**config.mk**
```make
export PLATFORM = sky130hd
export DESIGN_NAME = gp_capture_timer
export DESIGN_NICKNAME = d
export VERILOG_FILES = /design/src/rtl/gpt_pkg.sv /design/src/rtl/gpt_prescaler.sv /design/src/rtl/gpt_counter.sv /design/src/rtl/gpt_capture.sv /design/src/rtl/gpt_outgen.sv /design/src/rtl/gp_capture_timer.sv
export SDC_FILE = /design/constraint.sdc
export NUM_CORES = 1
export LEC_CHECK = 0
export CORE_MARGIN = 2
export CORE_UTILIZATION = 60
export CTS_CLUSTER_DIAMETER = 50
export DETAILED_ROUTE_END_ITERATION = 7
export DONT_BUFFER_PORTS = 1
export PLACE_DENSITY = 0.72
export SLEW_MARGIN = 10
export SYNTH_ARGS = -nofsm -noshare
export SYNTH_HDL_FRONTEND = slang
export SYNTH_HIERARCHICAL = 1
export SYNTH_SLANG_ARGS = --single-unit
```
**constraint.sdc**
```tcl
create_clock -name clk_i -period 4.7 [get_ports clk_i]
set_clock_uncertainty 0.1 [all_clocks]
set_input_delay 0.47 -clock clk_i [delete_from_list [all_inputs] [get_ports clk_i]]
set_output_delay 0.47 -clock clk_i [all_outputs]
set_load 0.03 [all_outputs]
```
**src/rtl/gpt_pkg.sv**
```systemverilog
package gpt_pkg;
  localparam int CTRL_W  = 15;
  localparam int PTV_W   = 3;
  localparam int B_START = 0;
  localparam int B_AR    = 1;
  localparam int B_PTV   = 2;
  localparam int B_PRE   = 5;
  localparam int B_CE    = 6;
  localparam int B_DEF   = 7;
  localparam int B_EDGE  = 8;
  localparam int B_TRG   = 10;
  localparam int B_PT    = 12;
  localparam int B_CAPM  = 13;
  localparam int B_GPO   = 14;

  localparam int EVT_MATCH = 0;
  localparam int EVT_OVF   = 1;
  localparam int EVT_CAP   = 2;
  localparam int EVT_W     = 3;

  typedef enum logic [1:0] {
    TRG_NONE      = 2'b00,
    TRG_OVF       = 2'b01,
    TRG_OVF_MATCH = 2'b10,
    TRG_RSVD      = 2'b11
  } trg_mode_e;

  typedef enum logic [1:0] {
    CAP_FIRST  = 2'b00,
    CAP_SECOND = 2'b01,
    CAP_DONE   = 2'b10
  } cap_state_e;
endpackage

```
**src/rtl/gpt_prescaler.sv**
```systemverilog
module gpt_prescaler #(
  parameter int PTV_W = 3
) (
  input  logic             clk_i,
  input  logic             rst_ni,
  input  logic             clear_i,
  input  logic             en_i,
  input  logic [PTV_W-1:0] ptv_i,
  output logic             tick_o
);
  localparam int DIV_W = 2 ** PTV_W;

  logic [DIV_W-1:0] div_q;
  logic [DIV_W:0]   span;
  logic [DIV_W-1:0] lim;

  // divide ratio 2^(ptv+1); terminal count is ratio-1
  always_comb begin
    span = ({{DIV_W{1'b0}}, 1'b1} << ((PTV_W+1)'(ptv_i) + (PTV_W+1)'(1)));
    lim  = DIV_W'(span - (DIV_W+1)'(1));
  end

  assign tick_o = !en_i || (div_q == lim);

  always_ff @(posedge clk_i or negedge rst_ni) begin
    if (!rst_ni)            div_q <= '0;
    else if (clear_i || !en_i) div_q <= '0;
    else if (div_q == lim)  div_q <= '0;
    else                    div_q <= div_q + DIV_W'(1);
  end
endmodule

```
**src/rtl/gpt_counter.sv**
```systemverilog
module gpt_counter #(
  parameter int CNT_W = 32
) (
  input  logic             clk_i,
  input  logic             rst_ni,
  input  logic             run_i,
  input  logic             tick_i,
  input  logic             ar_i,
  input  logic             ce_i,
  input  logic             cnt_we_i,
  input  logic             trig_we_i,
  input  logic [CNT_W-1:0] wdata_i,
  input  logic [CNT_W-1:0] load_i,
  input  logic [CNT_W-1:0] match_i,
  output logic [CNT_W-1:0] cnt_o,
  output logic             ovf_o,
  output logic             match_o
);
  logic [CNT_W-1:0] cnt_q;
  logic [CNT_W-1:0] step_val;
  logic             step;
  logic             wrap;

  assign step     = run_i && tick_i && !cnt_we_i && !trig_we_i;
  assign wrap     = (cnt_q == {CNT_W{1'b1}});
  assign step_val = wrap ? (ar_i ? load_i : '0) : cnt_q + CNT_W'(1);
  assign ovf_o    = step && wrap;
  assign match_o  = step && ce_i && (step_val == match_i);
  assign cnt_o    = cnt_q;

  always_ff @(posedge clk_i or negedge rst_ni) begin
    if (!rst_ni)        cnt_q <= '0;
    else if (cnt_we_i)  cnt_q <= wdata_i;
    else if (trig_we_i) cnt_q <= load_i;
    else if (step)      cnt_q <= step_val;
  end
endmodule

```
**src/rtl/gpt_capture.sv**
```systemverilog
module gpt_capture
  import gpt_pkg::*;
#(
  parameter int CNT_W = 32
) (
  input  logic             clk_i,
  input  logic             rst_ni,
  input  logic             rearm_i,
  input  logic [1:0]       edge_sel_i,
  input  logic             mode_i,
  input  logic             cap_in_i,
  input  logic [CNT_W-1:0] cnt_i,
  output logic [CNT_W-1:0] cap1_o,
  output logic [CNT_W-1:0] cap2_o,
  output logic             cap_o
);
  logic       prev_q;
  logic       hit;
  cap_state_e st_q;
  logic [1:0] store;
  logic [CNT_W-1:0] cap_q [2];

  assign hit = (edge_sel_i[0] && cap_in_i && !prev_q) ||
               (edge_sel_i[1] && !cap_in_i && prev_q);

  always_comb begin
    store = 2'b00;
    if (hit && !rearm_i) begin
      if (st_q == CAP_FIRST)  store[0] = 1'b1;
      if (st_q == CAP_SECOND) store[1] = 1'b1;
    end
  end

  assign cap_o = |store;

  always_ff @(posedge clk_i or negedge rst_ni) begin
    if (!rst_ni) begin
      prev_q <= 1'b0;
      st_q   <= CAP_FIRST;
    end else begin
      prev_q <= cap_in_i;
      if (rearm_i)       st_q <= CAP_FIRST;
      else if (store[0]) st_q <= mode_i ? CAP_SECOND : CAP_DONE;
      else if (store[1]) st_q <= CAP_DONE;
    end
  end

  for (genvar g = 0; g < 2; g++) begin : g_cap
    always_ff @(posedge clk_i or negedge rst_ni) begin
      if (!rst_ni)       cap_q[g] <= '0;
      else if (store[g]) cap_q[g] <= cnt_i;
    end
  end

  assign cap1_o = cap_q[0];
  assign cap2_o = cap_q[1];
endmodule

```
**src/rtl/gpt_outgen.sv**
```systemverilog
module gpt_outgen
  import gpt_pkg::*;
(
  input  logic      clk_i,
  input  logic      rst_ni,
  input  trg_mode_e mode_i,
  input  logic      toggle_i,
  input  logic      idle_lvl_i,
  input  logic      gpo_i,
  input  logic      ovf_i,
  input  logic      match_i,
  output logic      pin_o
);
  logic hit;
  logic tog_q;
  logic pulse_q;

  always_comb begin
    unique case (mode_i)
      TRG_OVF:       hit = ovf_i;
      TRG_OVF_MATCH: hit = ovf_i || match_i;
      default:       hit = 1'b0;
    endcase
  end

  always_ff @(posedge clk_i or negedge rst_ni) begin
    if (!rst_ni) begin
      tog_q   <= 1'b0;
      pulse_q <= 1'b0;
    end else begin
      pulse_q <= hit;
      if (mode_i == TRG_NONE || mode_i == TRG_RSVD) tog_q <= 1'b0;
      else if (hit)                                 tog_q <= !tog_q;
    end
  end

  assign pin_o = gpo_i ? idle_lvl_i : (idle_lvl_i ^ (toggle_i ? tog_q : pulse_q));
endmodule

```
**src/rtl/gp_capture_timer.sv**
```systemverilog
module gp_capture_timer
  import gpt_pkg::*;
#(
  parameter int CNT_W = 32
) (
  input  logic                clk_i,
  input  logic                rst_ni,
  input  logic                ctrl_we_i,
  input  logic                cnt_we_i,
  input  logic                load_we_i,
  input  logic                match_we_i,
  input  logic                trig_we_i,
  input  logic [CNT_W-1:0]    wdata_i,
  input  logic                cap_in_i,
  output logic [CTRL_W-1:0]   ctrl_o,
  output logic [CNT_W-1:0]    count_o,
  output logic [CNT_W-1:0]    cap1_o,
  output logic [CNT_W-1:0]    cap2_o,
  output logic [EVT_W-1:0]    evt_o,
  output logic                pwm_o
);
  logic [CTRL_W-1:0] ctrl_q;
  logic [CNT_W-1:0]  load_q;
  logic [CNT_W-1:0]  match_q;
  logic [EVT_W-1:0]  evt_q;
  logic              tick;
  logic              ovf_now;
  logic              match_now;
  logic              cap_now;
  logic              run;

  assign run = ctrl_q[B_START];

  always_ff @(posedge clk_i or negedge rst_ni) begin
    if (!rst_ni) begin
      ctrl_q  <= '0;
      load_q  <= '0;
      match_q <= '0;
      evt_q   <= '0;
    end else begin
      if (ctrl_we_i)                   ctrl_q <= wdata_i[CTRL_W-1:0];
      else if (ovf_now && !ctrl_q[B_AR]) ctrl_q[B_START] <= 1'b0;
      if (load_we_i)  load_q  <= wdata_i;
      if (match_we_i) match_q <= wdata_i;
      evt_q[EVT_MATCH] <= match_now;
      evt_q[EVT_OVF]   <= ovf_now;
      evt_q[EVT_CAP]   <= cap_now;
    end
  end

  gpt_prescaler #(.PTV_W(PTV_W)) u_presc (
    .clk_i   (clk_i),
    .rst_ni  (rst_ni),
    .clear_i (ctrl_we_i || !run),
    .en_i    (ctrl_q[B_PRE]),
    .ptv_i   (ctrl_q[B_PTV +: PTV_W]),
    .tick_o  (tick)
  );

  gpt_counter #(.CNT_W(CNT_W)) u_cnt (
    .clk_i     (clk_i),
    .rst_ni    (rst_ni),
    .run_i     (run),
    .tick_i    (tick),
    .ar_i      (ctrl_q[B_AR]),
    .ce_i      (ctrl_q[B_CE]),
    .cnt_we_i  (cnt_we_i),
    .trig_we_i (trig_we_i),
    .wdata_i   (wdata_i),
    .load_i    (load_q),
    .match_i   (match_q),
    .cnt_o     (count_o),
    .ovf_o     (ovf_now),
    .match_o   (match_now)
  );

  gpt_capture #(.CNT_W(CNT_W)) u_cap (
    .clk_i      (clk_i),
    .rst_ni     (rst_ni),
    .rearm_i    (ctrl_we_i),
    .edge_sel_i (ctrl_q[B_EDGE +: 2]),
    .mode_i     (ctrl_q[B_CAPM]),
    .cap_in_i   (cap_in_i),
    .cnt_i      (count_o),
    .cap1_o     (cap1_o),
    .cap2_o     (cap2_o),
    .cap_o      (cap_now)
  );

  gpt_outgen u_out (
    .clk_i      (clk_i),
    .rst_ni     (rst_ni),
    .mode_i     (trg_mode_e'(ctrl_q[B_TRG +: 2])),
    .toggle_i   (ctrl_q[B_PT]),
    .idle_lvl_i (ctrl_q[B_DEF]),
    .gpo_i      (ctrl_q[B_GPO]),
    .ovf_i      (ovf_now),
    .match_i    (match_now),
    .pin_o      (pwm_o)
  );

  assign ctrl_o = ctrl_q;
  assign evt_o  = evt_q;
endmodule

```
==> results.yml <==
status:
  outcome: "complete, but fails checks"
  violations: "negative hold slack"
floorplanning:
  ios: 155
  initial_core_util_pct: 61.5
  die_area_sq_um: 18100
  die_h_um: 135
  fp-row-count: 47
  die_width_um: 135
  coreArea_sq_um: 16600
drt:
  drc: 0
  vias_per_cell: 6.57
  dr.pass1.iters: 6
  wirelength_um: 26300
  drtIter0Drc: 780
  routedWlPerCell_um: 24.2
  vias: 7155
  drtAntennaViolNets: 0
pwr:
  switching_share_pct: 34.8
  max-vdd-ir-drop_v: 0.000287
  p_sw_w: 0.00176
  pwr-share-clk_pct: 29.9
  pwr_density_cell_nw_per_um2: 461
  seqPwrFrac_pct: 52.3
  leakagePower_nw: 4.86
  p_comb_share_pct: 17.7
  internal_power_w: 0.00331
critical_path:
  cp-end-kind: "flop"
  ff2ff_path_depth: 11
  crit_type: "flop to flop"
  cp_max_fo: 7
  startpoint_type: "flop"
  crit_arrival_ps: 4670
  critPathRequiredTime_ps: 4920
clock_network:
  path_clk_slew_ps: 70
  cts_sinks: 191
  clockBufferDepth: 2
  htree_num_levels: 4
  cts_root_buf: "clkbuf_16"
  cts_tree: "done"
  post_cts_buffers: 0
  numCtsBuffers: 17
  post_cts_resized: 0
  cts_hold_buf: 1
  clk_latency_ps: 440
cells_and_area:
  drive_gt1_share_pct: 26.5
  multi_input_area_sq_um: 4980
  fin_util_pct: 66.2
  layout-area-overhead-vs-synth_pct: 7.57
  finalNetCount: 901
  register_area_sq_um: 4780
  antenna_cells: 0
  fill_cells: 1254
global_route:
  antenna_found_initial: 1
  top_usage_layer: "met2"
  use_met3_pct: 6.79
  grt_start_max_net_pins: 192
  use_met1_pct: 38.3
  grt_pass1_vias: 7257
  track_usage_pct: 29.5
  overflow: 0
  grt_pass1_wl_um: 41500
  grt_use_met2_pct: 48.1
synthesis:
  syn_nets: 898
  synth.avg_cell_area_sq_um: 12.0
  synth_cells: 853
  synth.most_common_cell: "dfrtp_1"
  ys_warn_count: 6
  synth_top_area_share_pct: 46.7
  synthFlopType: "dfrtp_1"
  synth_common_cells: "dfrtp_1, mux2_4, nand2_1, o21ai_0, xnor2_1"
  ys_seq_area_share_pct: 46.7
  yosys-top-cells-area: "dfrtp_1, mux2_4, xnor2_1"
  synth-edff-count: 0
  async_flop_share_pct: 100
  synth_largest_area_cell: "dfrtp_1"
  ys_ff_latch: 191
  synth_area_sq_um: 10200
  ys_types: 71
sta:
  finalMaxSlewViolations: 0
  slew_headroom_pct: 15.6
  hold_viol: 191
  finalCritPeriodShare_pct: 94.6
  rsz0062_at_grt: "no"
  max_freq_ghz: 0.225
  min_period_ps: 4450
  setup_violations: 0
  setup_tns_ps: 0
  holdWs_ps: -370
  tightest_slew_ps: 1270
placed_design:
  dp_hpwl_um: 17400
  gp_congestion: 0.902
  portBuffers: 0
flow_run:
  max_cap_violations: 0
hold_path:
  worst_hold_path_type: "input pin to asynchronous set/reset pin"
==> power by group through the flow <==
stage	combinational [W]	clock (W)	sequential, W
2_1_floorplan	0.000698	0	0.00265
3_3_place_gp	0.000851	0	0.00267
3_5_place_dp	0.000879	0	0.00268
4_1_cts	0.000891	0.00154	0.00266
5_1_grt	0.000962	0.00159	0.00270
6_report	0.000899	0.00152	0.00265
==> worst max-delay path, stage by stage, from the launching register on <==
cell and delay, ps:
dfrtp_1 630, nand4_1 260, or4_1 650, buf_4 230, o21a_1 200, a211oi_1 340, xnor2_1 140, a2111oi_0 560
nand4_1 260, nor4_2 510, a21oi_2 130, mux2_4 320
==> cell type report <==
type                    count  share of cell area, %
well taps                 220                   2.50
multi-input cells         590                   45.2
flip-flops and latches    191                   43.4
clock buffers              21                   4.18
repair buffers             37                   2.66
inverters                  19                  0.648
clock inverters            11                   1.39
==> placed cells by master (no fill, tap or decap), drive strengths merged, types with 17 or more instances in the layout <==
cell type  instances
xor2              17
mux2             145
a21oi             35
nand2             78
dfrtp            191
buf               36
clkbuf            21
nand3             26
nand4             17
inv               21
o21ai             61
xnor2             38
nor2              26
==> path summary, 6_finish.rpt <==
kind | from | end | slack (ps)
setup / recovery | u_cnt/cnt_o[14]$_DFFE_PN0P_ | u_out/tog_q$_DFFE_PN0P_ | 250
hold / removal | rst_ni | u_cap/cap2_o[4]$_DFFE_PN0P_ | -370
setup reg to reg | u_cnt/cnt_o[14]$_DFFE_PN0P_ | u_out/tog_q$_DFFE_PN0P_ | 250
hold reg to reg | u_presc/div_q[0]$_DFF_PN0_ | u_presc/div_q[0]$_DFF_PN0_ | 410
max in group asynchronous | rst_ni | u_cap/cap2_o[28]$_DFFE_PN0P_ | 4600
min in group clk_i | ctrl_we_i | evt_o[2]$_DFF_PN0_ | 20
==> state kept, by name, indices dropped and copies added (netlist names) <==
| register | cells |
|---|---|
| u_cap/prev_q | 1 |
| u_cap/cap2_o | 32 |
| ctrl_o | 15 |
| u_presc/div_q | 8 |
| u_cnt/cnt_o | 32 |
| match_q | 32 |
| evt_o | 3 |
| load_q | 32 |
| u_cap/cap1_o | 32 |
| u_out/tog_q | 1 |
| u_cap/st_q | 2 |
| u_out/pulse_q | 1 |
==> kinds of logic (layout without fill, tap and decap cells) <==
family | after synthesis | in the layout | share of synthesized area, %
buf+inv | 72 | 88 | 4.74
xor+xnor | 55 | 55 | 4.71
fa+ha+maj | 5 | 5 | 0.611
other cells | 1 | 1 | 0.0366
mux | 156 | 156 | 21.4
compound gates | 172 | 172 | 11.6
flops | 191 | 191 | 46.7
simple gates | 201 | 201 | 10.2
==> metrics by stage <==
stage | setup WS, ps | power (W) | instances | area, sq um
finish | 255 | 0.00507 | 1089 | 11000
global route | 74.3 | 0.00525 | 1089 | 11000
CTS | 293 | 0.00509 | 1089 | 11000
detailed placement | 361 | 0.00356 | 1056 | 10400
global placement | 518 | 0.00352 | 1056 | 10400
floorplan | 445 | 0.00335 | 853 | 10200
==> metal layers <==
layer / vias to the layer above / routed length [um]
met5: - / 0
met4: 0 / 844
met3: 85 / 2480
met2: 423 / 12500
met1: 3557 / 10500
li1: 3090 / -
Power figures use the tool's default switching activity.
